--- src/rtl/acc_cpu_pkg.sv ---
package acc_cpu_pkg;

    localparam int OPC_W = 4;

    typedef enum logic [OPC_W-1:0] {
        OP_LOAD  = 4'h0,
        OP_STORE = 4'h1,
        OP_ADD   = 4'h2,
        OP_SUB   = 4'h3,
        OP_INC   = 4'h4,
        OP_DEC   = 4'h5,
        OP_SHL   = 4'h6,
        OP_ROR   = 4'h7,
        OP_BR    = 4'h8,
        OP_BRZ   = 4'h9,
        OP_BRN   = 4'hA,
        OP_HALT  = 4'hF
    } opcode_e;

    typedef enum logic [3:0] {
        S_INIT,
        S_FETCH,
        S_FWAIT,
        S_DECODE,
        S_MREAD,
        S_MWAIT,
        S_MWRITE,
        S_ACCOP,
        S_BR_TAKE,
        S_BR_SKIP,
        S_HALTED
    } state_e;

    typedef enum logic [2:0] {
        ALU_PASS,
        ALU_ADD,
        ALU_SUB,
        ALU_INC,
        ALU_DEC,
        ALU_SHL,
        ALU_ROR
    } alu_op_e;

    typedef enum logic [2:0] {
        CL_MEMALU,
        CL_STORE,
        CL_UNARY,
        CL_BRANCH,
        CL_HALT,
        CL_NOP
    } iclass_e;

    typedef struct packed {
        logic    clr;
        logic    mem_rd;
        logic    mem_wr;
        logic    addr_ir;
        logic    ir_ld;
        logic    pc_inc;
        logic    pc_ld;
        logic    acc_ld;
        alu_op_e alu_op;
    } ctrl_t;

    function automatic iclass_e classify(input logic [OPC_W-1:0] opc);
        iclass_e c;
        case (opc)
            OP_LOAD, OP_ADD, OP_SUB:         c = CL_MEMALU;
            OP_STORE:                        c = CL_STORE;
            OP_INC, OP_DEC, OP_SHL, OP_ROR:  c = CL_UNARY;
            OP_BR, OP_BRZ, OP_BRN:           c = CL_BRANCH;
            OP_HALT:                         c = CL_HALT;
            default:                         c = CL_NOP;
        endcase
        return c;
    endfunction

    function automatic alu_op_e alu_select(input logic [OPC_W-1:0] opc);
        alu_op_e o;
        case (opc)
            OP_ADD:  o = ALU_ADD;
            OP_SUB:  o = ALU_SUB;
            OP_INC:  o = ALU_INC;
            OP_DEC:  o = ALU_DEC;
            OP_SHL:  o = ALU_SHL;
            OP_ROR:  o = ALU_ROR;
            default: o = ALU_PASS;
        endcase
        return o;
    endfunction

    function automatic logic branch_taken(input logic [OPC_W-1:0] opc,
                                          input logic z, input logic n);
        logic t;
        case (opc)
            OP_BR:   t = 1'b1;
            OP_BRZ:  t = z;
            OP_BRN:  t = n;
            default: t = 1'b0;
        endcase
        return t;
    endfunction

endpackage

--- src/rtl/acc_cpu_alu.sv ---
module acc_cpu_alu
    import acc_cpu_pkg::*;
#(
    parameter int W = 16
) (
    input  logic [W-1:0] a,
    input  logic [W-1:0] b,
    input  alu_op_e      op,
    output logic [W-1:0] y,
    output logic         zero,
    output logic         neg
);

    always_comb begin
        case (op)
            ALU_ADD: y = a + b;
            ALU_SUB: y = a - b;
            ALU_INC: y = a + W'(1);
            ALU_DEC: y = a - W'(1);
            ALU_SHL: y = {a[W-2:0], 1'b0};
            ALU_ROR: y = {a[0], a[W-1:1]};
            default: y = b;
        endcase
    end

    assign zero = (y == '0);
    assign neg  = y[W-1];

endmodule

--- src/rtl/acc_cpu_ctrl.sv ---
module acc_cpu_ctrl
    import acc_cpu_pkg::*;
(
    input  logic             clk,
    input  logic             rst,
    input  logic [OPC_W-1:0] ir_opc,
    input  logic             flag_z,
    input  logic             flag_n,
    output ctrl_t            ctl,
    output state_e           state_q,
    output logic             halted
);

    state_e  state_d;
    iclass_e cls;

    assign cls = classify(ir_opc);

    always_ff @(posedge clk) begin
        if (rst) state_q <= S_INIT;
        else     state_q <= state_d;
    end

    always_comb begin
        state_d = state_q;
        case (state_q)
            S_INIT:   state_d = S_FETCH;
            S_FETCH:  state_d = S_FWAIT;
            S_FWAIT:  state_d = S_DECODE;
            S_DECODE: begin
                case (cls)
                    CL_MEMALU: state_d = S_MREAD;
                    CL_STORE:  state_d = S_MWRITE;
                    CL_UNARY:  state_d = S_ACCOP;
                    CL_BRANCH: state_d = branch_taken(ir_opc, flag_z, flag_n)
                                         ? S_BR_TAKE : S_BR_SKIP;
                    CL_HALT:   state_d = S_HALTED;
                    default:   state_d = S_FETCH;
                endcase
            end
            S_MREAD:   state_d = S_MWAIT;
            S_MWAIT,
            S_MWRITE,
            S_ACCOP,
            S_BR_TAKE,
            S_BR_SKIP: state_d = S_FETCH;
            S_HALTED:  state_d = S_HALTED;
            default:   state_d = S_INIT;
        endcase
    end

    // Outputs come from the state register (plus the instruction register
    // in decode/execute), never from memory data, so no loop is formed.
    always_comb begin
        ctl = '0;
        case (state_q)
            S_INIT:    ctl.clr    = 1'b1;
            S_FETCH:   ctl.mem_rd = 1'b1;
            S_FWAIT:   ctl.ir_ld  = 1'b1;
            S_DECODE:  ctl.pc_inc = (cls != CL_BRANCH);
            S_MREAD: begin
                ctl.mem_rd  = 1'b1;
                ctl.addr_ir = 1'b1;
            end
            S_MWAIT: begin
                ctl.acc_ld = 1'b1;
                ctl.alu_op = alu_select(ir_opc);
            end
            S_MWRITE: begin
                ctl.mem_wr  = 1'b1;
                ctl.addr_ir = 1'b1;
            end
            S_ACCOP: begin
                ctl.acc_ld = 1'b1;
                ctl.alu_op = alu_select(ir_opc);
            end
            S_BR_TAKE: ctl.pc_ld  = 1'b1;
            S_BR_SKIP: ctl.pc_inc = 1'b1;
            default:   ctl = '0;
        endcase
    end

    assign halted = (state_q == S_HALTED);

    AST_HALT_LOCK: assert property (@(posedge clk) disable iff (rst)
        (state_q == S_HALTED) |=> (state_q == S_HALTED));

    AST_INIT_ONCE: assert property (@(posedge clk) disable iff (rst)
        (state_q == S_INIT) |=> (state_q == S_FETCH));

endmodule

--- src/rtl/acc_cpu_dpath.sv ---
module acc_cpu_dpath
    import acc_cpu_pkg::*;
#(
    parameter int ADDR_W = 12,
    localparam int DATA_W = ADDR_W + OPC_W
) (
    input  logic              clk,
    input  logic              rst,
    input  ctrl_t             ctl,
    input  logic [DATA_W-1:0] mem_rdata,
    output logic [ADDR_W-1:0] mem_addr,
    output logic [DATA_W-1:0] mem_wdata,
    output logic [OPC_W-1:0]  ir_opc,
    output logic [ADDR_W-1:0] ir_addr,
    output logic [ADDR_W-1:0] pc_q,
    output logic [DATA_W-1:0] acc_q,
    output logic              z_q,
    output logic              n_q
);

    logic [DATA_W-1:0] ir_q;
    logic [DATA_W-1:0] alu_y;
    logic              alu_z;
    logic              alu_n;

    assign ir_opc  = ir_q[DATA_W-1 -: OPC_W];
    assign ir_addr = ir_q[ADDR_W-1:0];

    acc_cpu_alu #(.W(DATA_W)) u_alu (
        .a    (acc_q),
        .b    (mem_rdata),
        .op   (ctl.alu_op),
        .y    (alu_y),
        .zero (alu_z),
        .neg  (alu_n)
    );

    always_ff @(posedge clk) begin
        if (rst || ctl.clr)  pc_q <= '0;
        else if (ctl.pc_ld)  pc_q <= ir_addr;
        else if (ctl.pc_inc) pc_q <= pc_q + ADDR_W'(1);
    end

    always_ff @(posedge clk) begin
        if (rst)            ir_q <= '0;
        else if (ctl.ir_ld) ir_q <= mem_rdata;
    end

    always_ff @(posedge clk) begin
        if (rst || ctl.clr) begin
            acc_q <= '0;
            z_q   <= 1'b0;
            n_q   <= 1'b0;
        end else if (ctl.acc_ld) begin
            acc_q <= alu_y;
            z_q   <= alu_z;
            n_q   <= alu_n;
        end
    end

    assign mem_addr  = ctl.addr_ir ? ir_addr : pc_q;
    assign mem_wdata = acc_q;

    AST_FLAG_HOLD: assert property (@(posedge clk) disable iff (rst)
        (!ctl.acc_ld && !ctl.clr) |=> $stable({z_q, n_q}));

    AST_FLAG_TRACK: assert property (@(posedge clk) disable iff (rst)
        ctl.acc_ld |=> ((z_q == (acc_q == '0)) && (n_q == acc_q[DATA_W-1])));

    AST_STORE_KEEP: assert property (@(posedge clk) disable iff (rst)
        ctl.mem_wr |=> $stable(acc_q));

endmodule

--- src/rtl/acc_cpu.sv ---
module acc_cpu
    import acc_cpu_pkg::*;
#(
    parameter int ADDR_W = 12,
    localparam int DATA_W = ADDR_W + OPC_W
) (
    input  logic              clk,
    input  logic              rst,
    output logic [ADDR_W-1:0] mem_addr,
    output logic              mem_rd,
    output logic              mem_wr,
    output logic [DATA_W-1:0] mem_wdata,
    input  logic [DATA_W-1:0] mem_rdata,
    output logic [DATA_W-1:0] acc_value,
    output logic              flag_zero,
    output logic              flag_neg,
    output logic              halted
);

    ctrl_t             ctl;
    state_e            state_q;
    logic [OPC_W-1:0]  ir_opc;
    logic [ADDR_W-1:0] ir_addr;
    logic [ADDR_W-1:0] pc_q;

    acc_cpu_ctrl u_ctrl (
        .clk     (clk),
        .rst     (rst),
        .ir_opc  (ir_opc),
        .flag_z  (flag_zero),
        .flag_n  (flag_neg),
        .ctl     (ctl),
        .state_q (state_q),
        .halted  (halted)
    );

    acc_cpu_dpath #(.ADDR_W(ADDR_W)) u_dpath (
        .clk       (clk),
        .rst       (rst),
        .ctl       (ctl),
        .mem_rdata (mem_rdata),
        .mem_addr  (mem_addr),
        .mem_wdata (mem_wdata),
        .ir_opc    (ir_opc),
        .ir_addr   (ir_addr),
        .pc_q      (pc_q),
        .acc_q     (acc_value),
        .z_q       (flag_zero),
        .n_q       (flag_neg)
    );

    assign mem_rd = ctl.mem_rd;
    assign mem_wr = ctl.mem_wr;

    AST_RW_EXCL: assert property (@(posedge clk) disable iff (rst)
        !(mem_rd && mem_wr));

    AST_FETCH_PC: assert property (@(posedge clk) disable iff (rst)
        (state_q == S_FETCH) |-> (mem_rd && (mem_addr == pc_q)));

    AST_BR_SKIP: assert property (@(posedge clk) disable iff (rst)
        (state_q == S_BR_SKIP) |=> (pc_q == $past(pc_q) + ADDR_W'(1)));

    AST_BR_TAKE: assert property (@(posedge clk) disable iff (rst)
        (state_q == S_BR_TAKE) |=> (pc_q == $past(ir_addr)));

    AST_HALT_QUIET: assert property (@(posedge clk) disable iff (rst)
        halted |=> (halted && !mem_rd && !mem_wr && $stable(acc_value)));

endmodule

--- config.mk ---
export PLATFORM = sky130hd
export DESIGN_NAME = acc_cpu
export DESIGN_NICKNAME = d
export VERILOG_FILES = /design/src/rtl/acc_cpu_pkg.sv /design/src/rtl/acc_cpu_alu.sv /design/src/rtl/acc_cpu_ctrl.sv /design/src/rtl/acc_cpu_dpath.sv /design/src/rtl/acc_cpu.sv
export SDC_FILE = /design/constraint.sdc
export NUM_CORES = 1
export LEC_CHECK = 0
export BUFFER_PORTS_ARGS = -buffer_cell sky130_fd_sc_hd__buf_2
export CAP_MARGIN = 20
export CORE_MARGIN = 10
export CORE_UTILIZATION = 40
export DETAILED_ROUTE_END_ITERATION = 8
export PLACE_DENSITY_LB_ADDON = 0.08
export SETUP_SLACK_MARGIN = 0.1
export SLEW_MARGIN = 10
export SYNTH_ARGS = -nofsm -noshare
export SYNTH_HDL_FRONTEND = slang
export SYNTH_SLANG_ARGS = --single-unit
--- constraint.sdc ---
create_clock -name clk -period 4.5 [get_ports clk]
set_input_delay 0.675 -clock clk [delete_from_list [all_inputs] [get_ports clk]]
set_output_delay 0.675 -clock clk [all_outputs]
set_load 0.005 [all_outputs]
==> metrics.txt, run 1 <==
outcome=complete, no violations; fraction of registers with async set/reset=0%; area leader, netlist=dfxtp_1; HPWL after DPL=between 10000 and 15000 um; WL/cell=~18 um; Pre-antenna DRT Iters=4; flip-flop and latch area=between 1000 and 1500 sq um; total number of vias=roughly 5500; vias per inst=5.81; Final Net Count=810; most common library cells after synthesis=95 x nor2_1, 73 x nand2_1, 60 x a21oi_1; Hold Buf Count CTS=0; gr usage total=a little under a fifth; die width=between 100 and 150 um; clk root buf=clkbuf_16; I/O Buffers=66; Site Rows=40; CTS H-tree depth=2; fillers=~1200; first-pass GRT wire length=27300 um; Leak=2.37 nW; most frequent cell after synthesis=nor2_1; Critical Path End Type=flop; CP Launch Type=input pin; gr ovfl total=0; post-synthesis cell area=between 4000 and 5000 sq um; Max transition margin=about half; share of the synthesized area in the top cell type=approximately a fifth; layout cells sized above 1=25.7%; Reg clk slew, reported paths=70 ps; Yosys Warn Count=0; Syn Inst Count=706; number of synthesized register bits=52; clock tree buffer depth=2; post-synth net total=742; largest net degree at the start of global routing=36; worst vdd ir=0.000138 V; syn_area_per_cell=between 7 and 8 sq um; vias in the first global route=5016; DRC violations left=0; Crit Path Category=input pin to flop; worst min path class=flop to flop; Crit path arrival time=around 4500 ps; Total Die Area=17300 sq um; final worst path period share=95.0%; WP buf/inv=4; antenna fix cells=0; Post-Place Cells=930; max-slew violations=0; CTS buffer count=5; slew at the pin with the worst max-slew slack=748 ps; critical path data required time=4750 ps; core area=12100 sq um; setup_tns=0 ps; synth unique cells=75; Crit-path slowest cell=or3_4; Cell Pwr Density=~200 nW/um^2; initial DRC count=378; largest stage delay on the critical path=410 ps; unrepaired setup endpoints after global routing=yes; area of the multi-input gates=approximately 3700 sq um; Initial Util=41.1%; Final Hold Vio Count=0; Final GP Congestion=0.958; # clock sinks=52; pre-CTS WS=-108 ps; Top-Level Pins=between 60 and 70; cell family with most CP delay=simple AND/OR/NAND/NOR gates; initial antenna violation count=0; synth top area cells=dfxtp_1 21%, nor2_1 7.2%, a21oi_1 6.1%, o21ai_0 5.5%, nand2_1 5.5%; crit path cell chain=buf_6 > or3_4 > or3_4 > nor3_4 > buf_4 > nor2_1 > nor2_1 > o22ai_1 > a211oi_2 > buf_4 > ha_1 > o21ai_1 > buf_4 > a311o_1 > a21oi_1 > o32a_1 > nor3_2 > nand4_1 > nor4b_4 > a2bb2o_4; Clock Latency Late Sink=roughly 300 ps; Cell Count, Final, Fillers Out=943; max_cap viols=0; Die Ht=131 um; min Tclk post-route=4270 ps; Final WS setup=226 ps; Post-Route WL=around 17000 um; Setup Skew=about 8.3 ps; fmax=234 MHz; sequential share of the synthesized area=21.0%; Crit path top cell by count=buf_4; Main synth FF type=dfxtp_1; Worst Path Max Fanout=4; Post-synth EDFFs=0; CTS tree=built; Synth-to-Final Area Change=21.9%; DRT antenna net count=0; final setup fails=0
-- worst register-to-register path, cell delays in order, from the launching register on --
cell and delay [ps]:
dfxtp_1 310, buf_4 150, nor4bb_4 320, buf_12 220
o22ai_1 90, a211oi_1 370, ha_1 330, nor2b_1 140
o2111ai_1 440, a311o_1 280, a21oi_1 70, o32a_1 400
nor3_2 190, nand4_1 190, nor4b_4 350, a2bb2o_4 160
-- power by group --
part           switching (mW)  total (mW)  internal [mW]
sequential             0.0159       0.489          0.474
clock                   0.173       0.435          0.262
combinational           0.177       0.300          0.123
-- final cells by class --
cell class / instances / area share, %
multi-input combinational: 565 / 61.3
sequential: 52 / 17.2
timing repair buffer: 133 / 14.3
tap: 168 / 3.48
clock buffer: 6 / 2.13
inverter: 17 / 1.06
clock inverter: 2 / 0.579
-- cells by family (layout without fill, tap and decap cells) --
| kind of cell | after synthesis | count (layout) | synth area share (%) |
|---|---|---|---|
| AO/OA/AOI/OAI | 211 | 211 | 26.5 |
| AND/OR/NAND/NOR | 278 | 278 | 27.8 |
| multiplexers | 34 | 34 | 7.39 |
| buffers and inverters | 89 | 158 | 8.42 |
| XOR/XNOR | 24 | 24 | 4.24 |
| flip-flops | 52 | 52 | 21.0 |
| adder cells (fa/ha/maj) | 18 | 18 | 4.69 |
-- layout by cell type, fill, tap and decap left out, types with 6 or more instances in the layout --
cell,instances
a211oi_1,16
a21oi_1,57
a22oi_1,8
a31oi_1,6
and3_1,9
buf_2,64
buf_4,65
dfxtp_1,52
ha_1,17
inv_1,17
mux2_2,17
mux2i_1,16
nand2_1,72
nand2b_1,9
nand3_1,10
nand3b_1,7
nor2_1,95
nor2b_1,7
nor3_1,21
o21ai_0,52
o22ai_1,17
xnor2_1,17
xor2_1,7
-- layer usage --
layer | track usage, % | routed length [um]
met3 | 4.57 | 1400
met2 | 28.0 | 7490
met1 | 27.1 | 8140
met5 | 0 | 0
met4 | 4.20 | 234
-- per-stage QoR --
stage               total power, mW  hold WS [ps]  utilization (%)  cell area [sq um]
floorplan                     0.684           442                -               4970
global placement              0.778           463             46.9               5650
detailed placement            0.784           467             46.9               5650
CTS                            1.22           477             48.2               5820
global route                   1.28           488             50.1               6050
finish                         1.22           476             50.1               6050
-- final timing paths --
path                                       start               to  slack [ps]  depth (start not counted)
worst min register to register   u_dpath.ir_q[0]  u_dpath.pc_q[0]         480                          2
worst max-delay path                mem_rdata[2]      u_dpath.z_q         230                         20
worst min-delay path             u_dpath.ir_q[0]  u_dpath.pc_q[0]         480                          2
worst max register to register  u_dpath.ir_q[15]      u_dpath.z_q         440                         15
-- state kept, by name (all words and copies together) (netlist names) --
register,count
u_dpath.ir_q,16
u_dpath.z_q,1
u_ctrl.cls,3
u_dpath.acc_q,15
u_dpath.pc_q,12
u_ctrl.state_q,4
u_dpath.n_q,1
-- what timing repair did --
item	CTS	global route
endpoints found under the hold margin	0	0
gates resized for setup	0	39
endpoints found under the setup margin	0	5
buffers inserted	0	4
No activity file was read; power rests on OpenSTA's default activity.
==> run 2: changes to the inputs <==
- CAP_MARGIN: 20 -> 5
- clock period: 4.5 -> 3.86 ns (I/O delays scaled with it)
==> metrics.txt, run 2 (synthesis results as in run 1) <==
fmax=250 MHz; clk root buf=clkbuf_16; Site Rows=40; max_cap viols=0; # clock sinks=52; clock tree buffer depth=2; Cell Count, Final, Fillers Out=1002; min Tclk post-route=4000 ps; Top-Level Pins=67; Hold EP=u_dpath.ir_q[11]; Worst Reg2Reg Path Length in Cells=19; worst reg2reg path endpoint=u_dpath.z_q; Worst Path Max Fanout=5; DRC violations left=0; overall power=~1.5 mW; Total Die Area=17300 sq um; commonest non-fill, non-tap cell in the layout=buf_4; Final GP Congestion=0.934; vias per inst=about 5.8; Post-Place Cells=981; slew at the pin with the worst max-slew slack=~740 ps; total number of vias=~5800; first-pass GRT wire length=approximately 29000 um; gr ovfl total=0; hold path cells=2; Final WS setup=-141 ps; CTS tree=built; final worst path period share=104%; final setup fails=3; Final Hold Vio Count=0; layout cells sized above 1=a little over a third; outcome=finished with violations; CP Launch Type=input pin; Initial Util=41.1%; Die Ht=between 100 and 150 um; RR Startpoint=u_ctrl.state_q[3]; initial antenna violation count=0; die width=131 um; DRT antenna net count=0; worst vdd ir=0.000222 V; Critical Path End Type=flop; antenna fix cells=0; unrepaired setup endpoints after global routing=yes; CTS buffer count=5; gr usage total=20.2%; critical path data required time=4110 ps; max reg flops=16; r2r setup slk=-40 ps; Cell Pwr Density=~220 nW/um^2; Crit Path Category=input pin to flop; Setup Skew=6.25 ps; failing checks=negative setup slack; vias in the first global route=5451; max-slew violations=0; core area=12100 sq um; Max transition margin=50.4%; initial DRC count=531; WL/cell=18.4 um; top register by number of flip-flops=u_dpath.ir_q; Synth-to-Final Area Change=35.4%; most frequent cells in the layout=117 x buf_4, 93 x nor2_1, 70 x nand2_1, 64 x buf_2, 51 x a21oi_1; Regs by FF count=u_dpath.ir_q x16, u_dpath.acc_q x15, u_dpath.pc_q x12; Crit path arrival time=4250 ps; I/O Buffers=66; HPWL after DPL=between 10000 and 15000 um; largest net degree at the start of global routing=34; Clock Latency Late Sink=300 ps; Reg clk slew, reported paths=~70 ps; Post-Route WL=18400 um; hold_sp=u_dpath.ir_q[11]; CTS H-tree depth=2; worst min path class=flop to flop; Pre-antenna DRT Iters=5; Leak=2.73 nW; Final Net Count=869
==> run 2: changes by cell type in the layout (fill, tap and decap cells not counted), sizes merged <==
cell and change:
inv +1, buf +59, clkinv -1
==> run 2: worst max-delay path by stage <==
| stage | from | endpoint | cells past startpoint |
|---|---|---|---|
| after global placement | mem_rdata[0] | u_dpath.z_q | 18 |
| after floorplan | mem_rdata[2] | u_dpath.z_q | 18 |
| after CTS | mem_rdata[0] | u_dpath.z_q | 18 |
| after detailed placement | mem_rdata[0] | u_dpath.z_q | 18 |
| after global routing | mem_rdata[0] | u_dpath.z_q | 19 |
| final | mem_rdata[0] | u_dpath.z_q | 19 |
==> run 2: where the power goes <==
part / total (mW) / internal [mW] / switching [mW]
combinational: 0.401 / 0.176 / 0.225
sequential: 0.574 / 0.552 / 0.0213
clock: 0.524 / 0.309 / 0.215
==> run 2: cell type report <==
type                    count  area [sq um]
well taps                 168           210
fillers                  1158          5350
clock inverters             2          38.8
flip-flops and latches     52          1040
inverters                  17          63.8
clock buffers               6           129
multi-input cells         565          3890
repair buffers            192          1340
==> run 2: timing repair <==
item,CTS,global route
endpoints found under the setup margin,7,8
hold buffers,0,0
pin swaps,22,20
resized for setup,49,29
setup buffers,5,8
==> run 2: routing by layer <==
| metal | up-vias | track usage (%) | wire length (um) | part of all wire (%) |
|---|---|---|---|---|
| li1 | 2793 | - | - | - |
| met1 | 2756 | 28.5 | 8770 | 48 |
| met2 | 200 | 30.5 | 8040 | 44 |
| met3 | 28 | 4.27 | 1280 | 7.0 |
| met4 | 0 | 5.07 | 342 | 1.9 |
| met5 | - | 0 | 0 | 0 |
==> run 2: per-stage QoR <==
| step | instance area, sq um | hold WS (ps) | TNS [ps] | setup WS (ps) | util (%) |
|---|---|---|---|---|---|
| after floorplan | 5040 | 442 | -563 | -286 | - |
| after global placement | 6090 | 465 | -2930 | -587 | 50.5 |
| after detailed placement | 6090 | 466 | -3490 | -667 | 50.5 |
| after CTS | 6520 | 477 | -112 | -94.6 | 54.0 |
| after global routing | 6720 | 509 | -1020 | -364 | 55.7 |
| final | 6720 | 476 | -169 | -141 | 55.7 |
==> run 2: worst max-delay path: stages <==
cell      delay, ps
buf_8           100
or3_4           370
or3_4           370
nor3_4          230
nand2_2         110
nor3_4          180
xor2_1          160
o22ai_1         110
a211oi_2        190
ha_1            310
and4_4          210
buf_4           130
a211oi_2        160
a21oi_1          90
nor2_1          140
xnor2_1          90
o221a_2         270
nor4b_2         260
a2bb2o_1        160
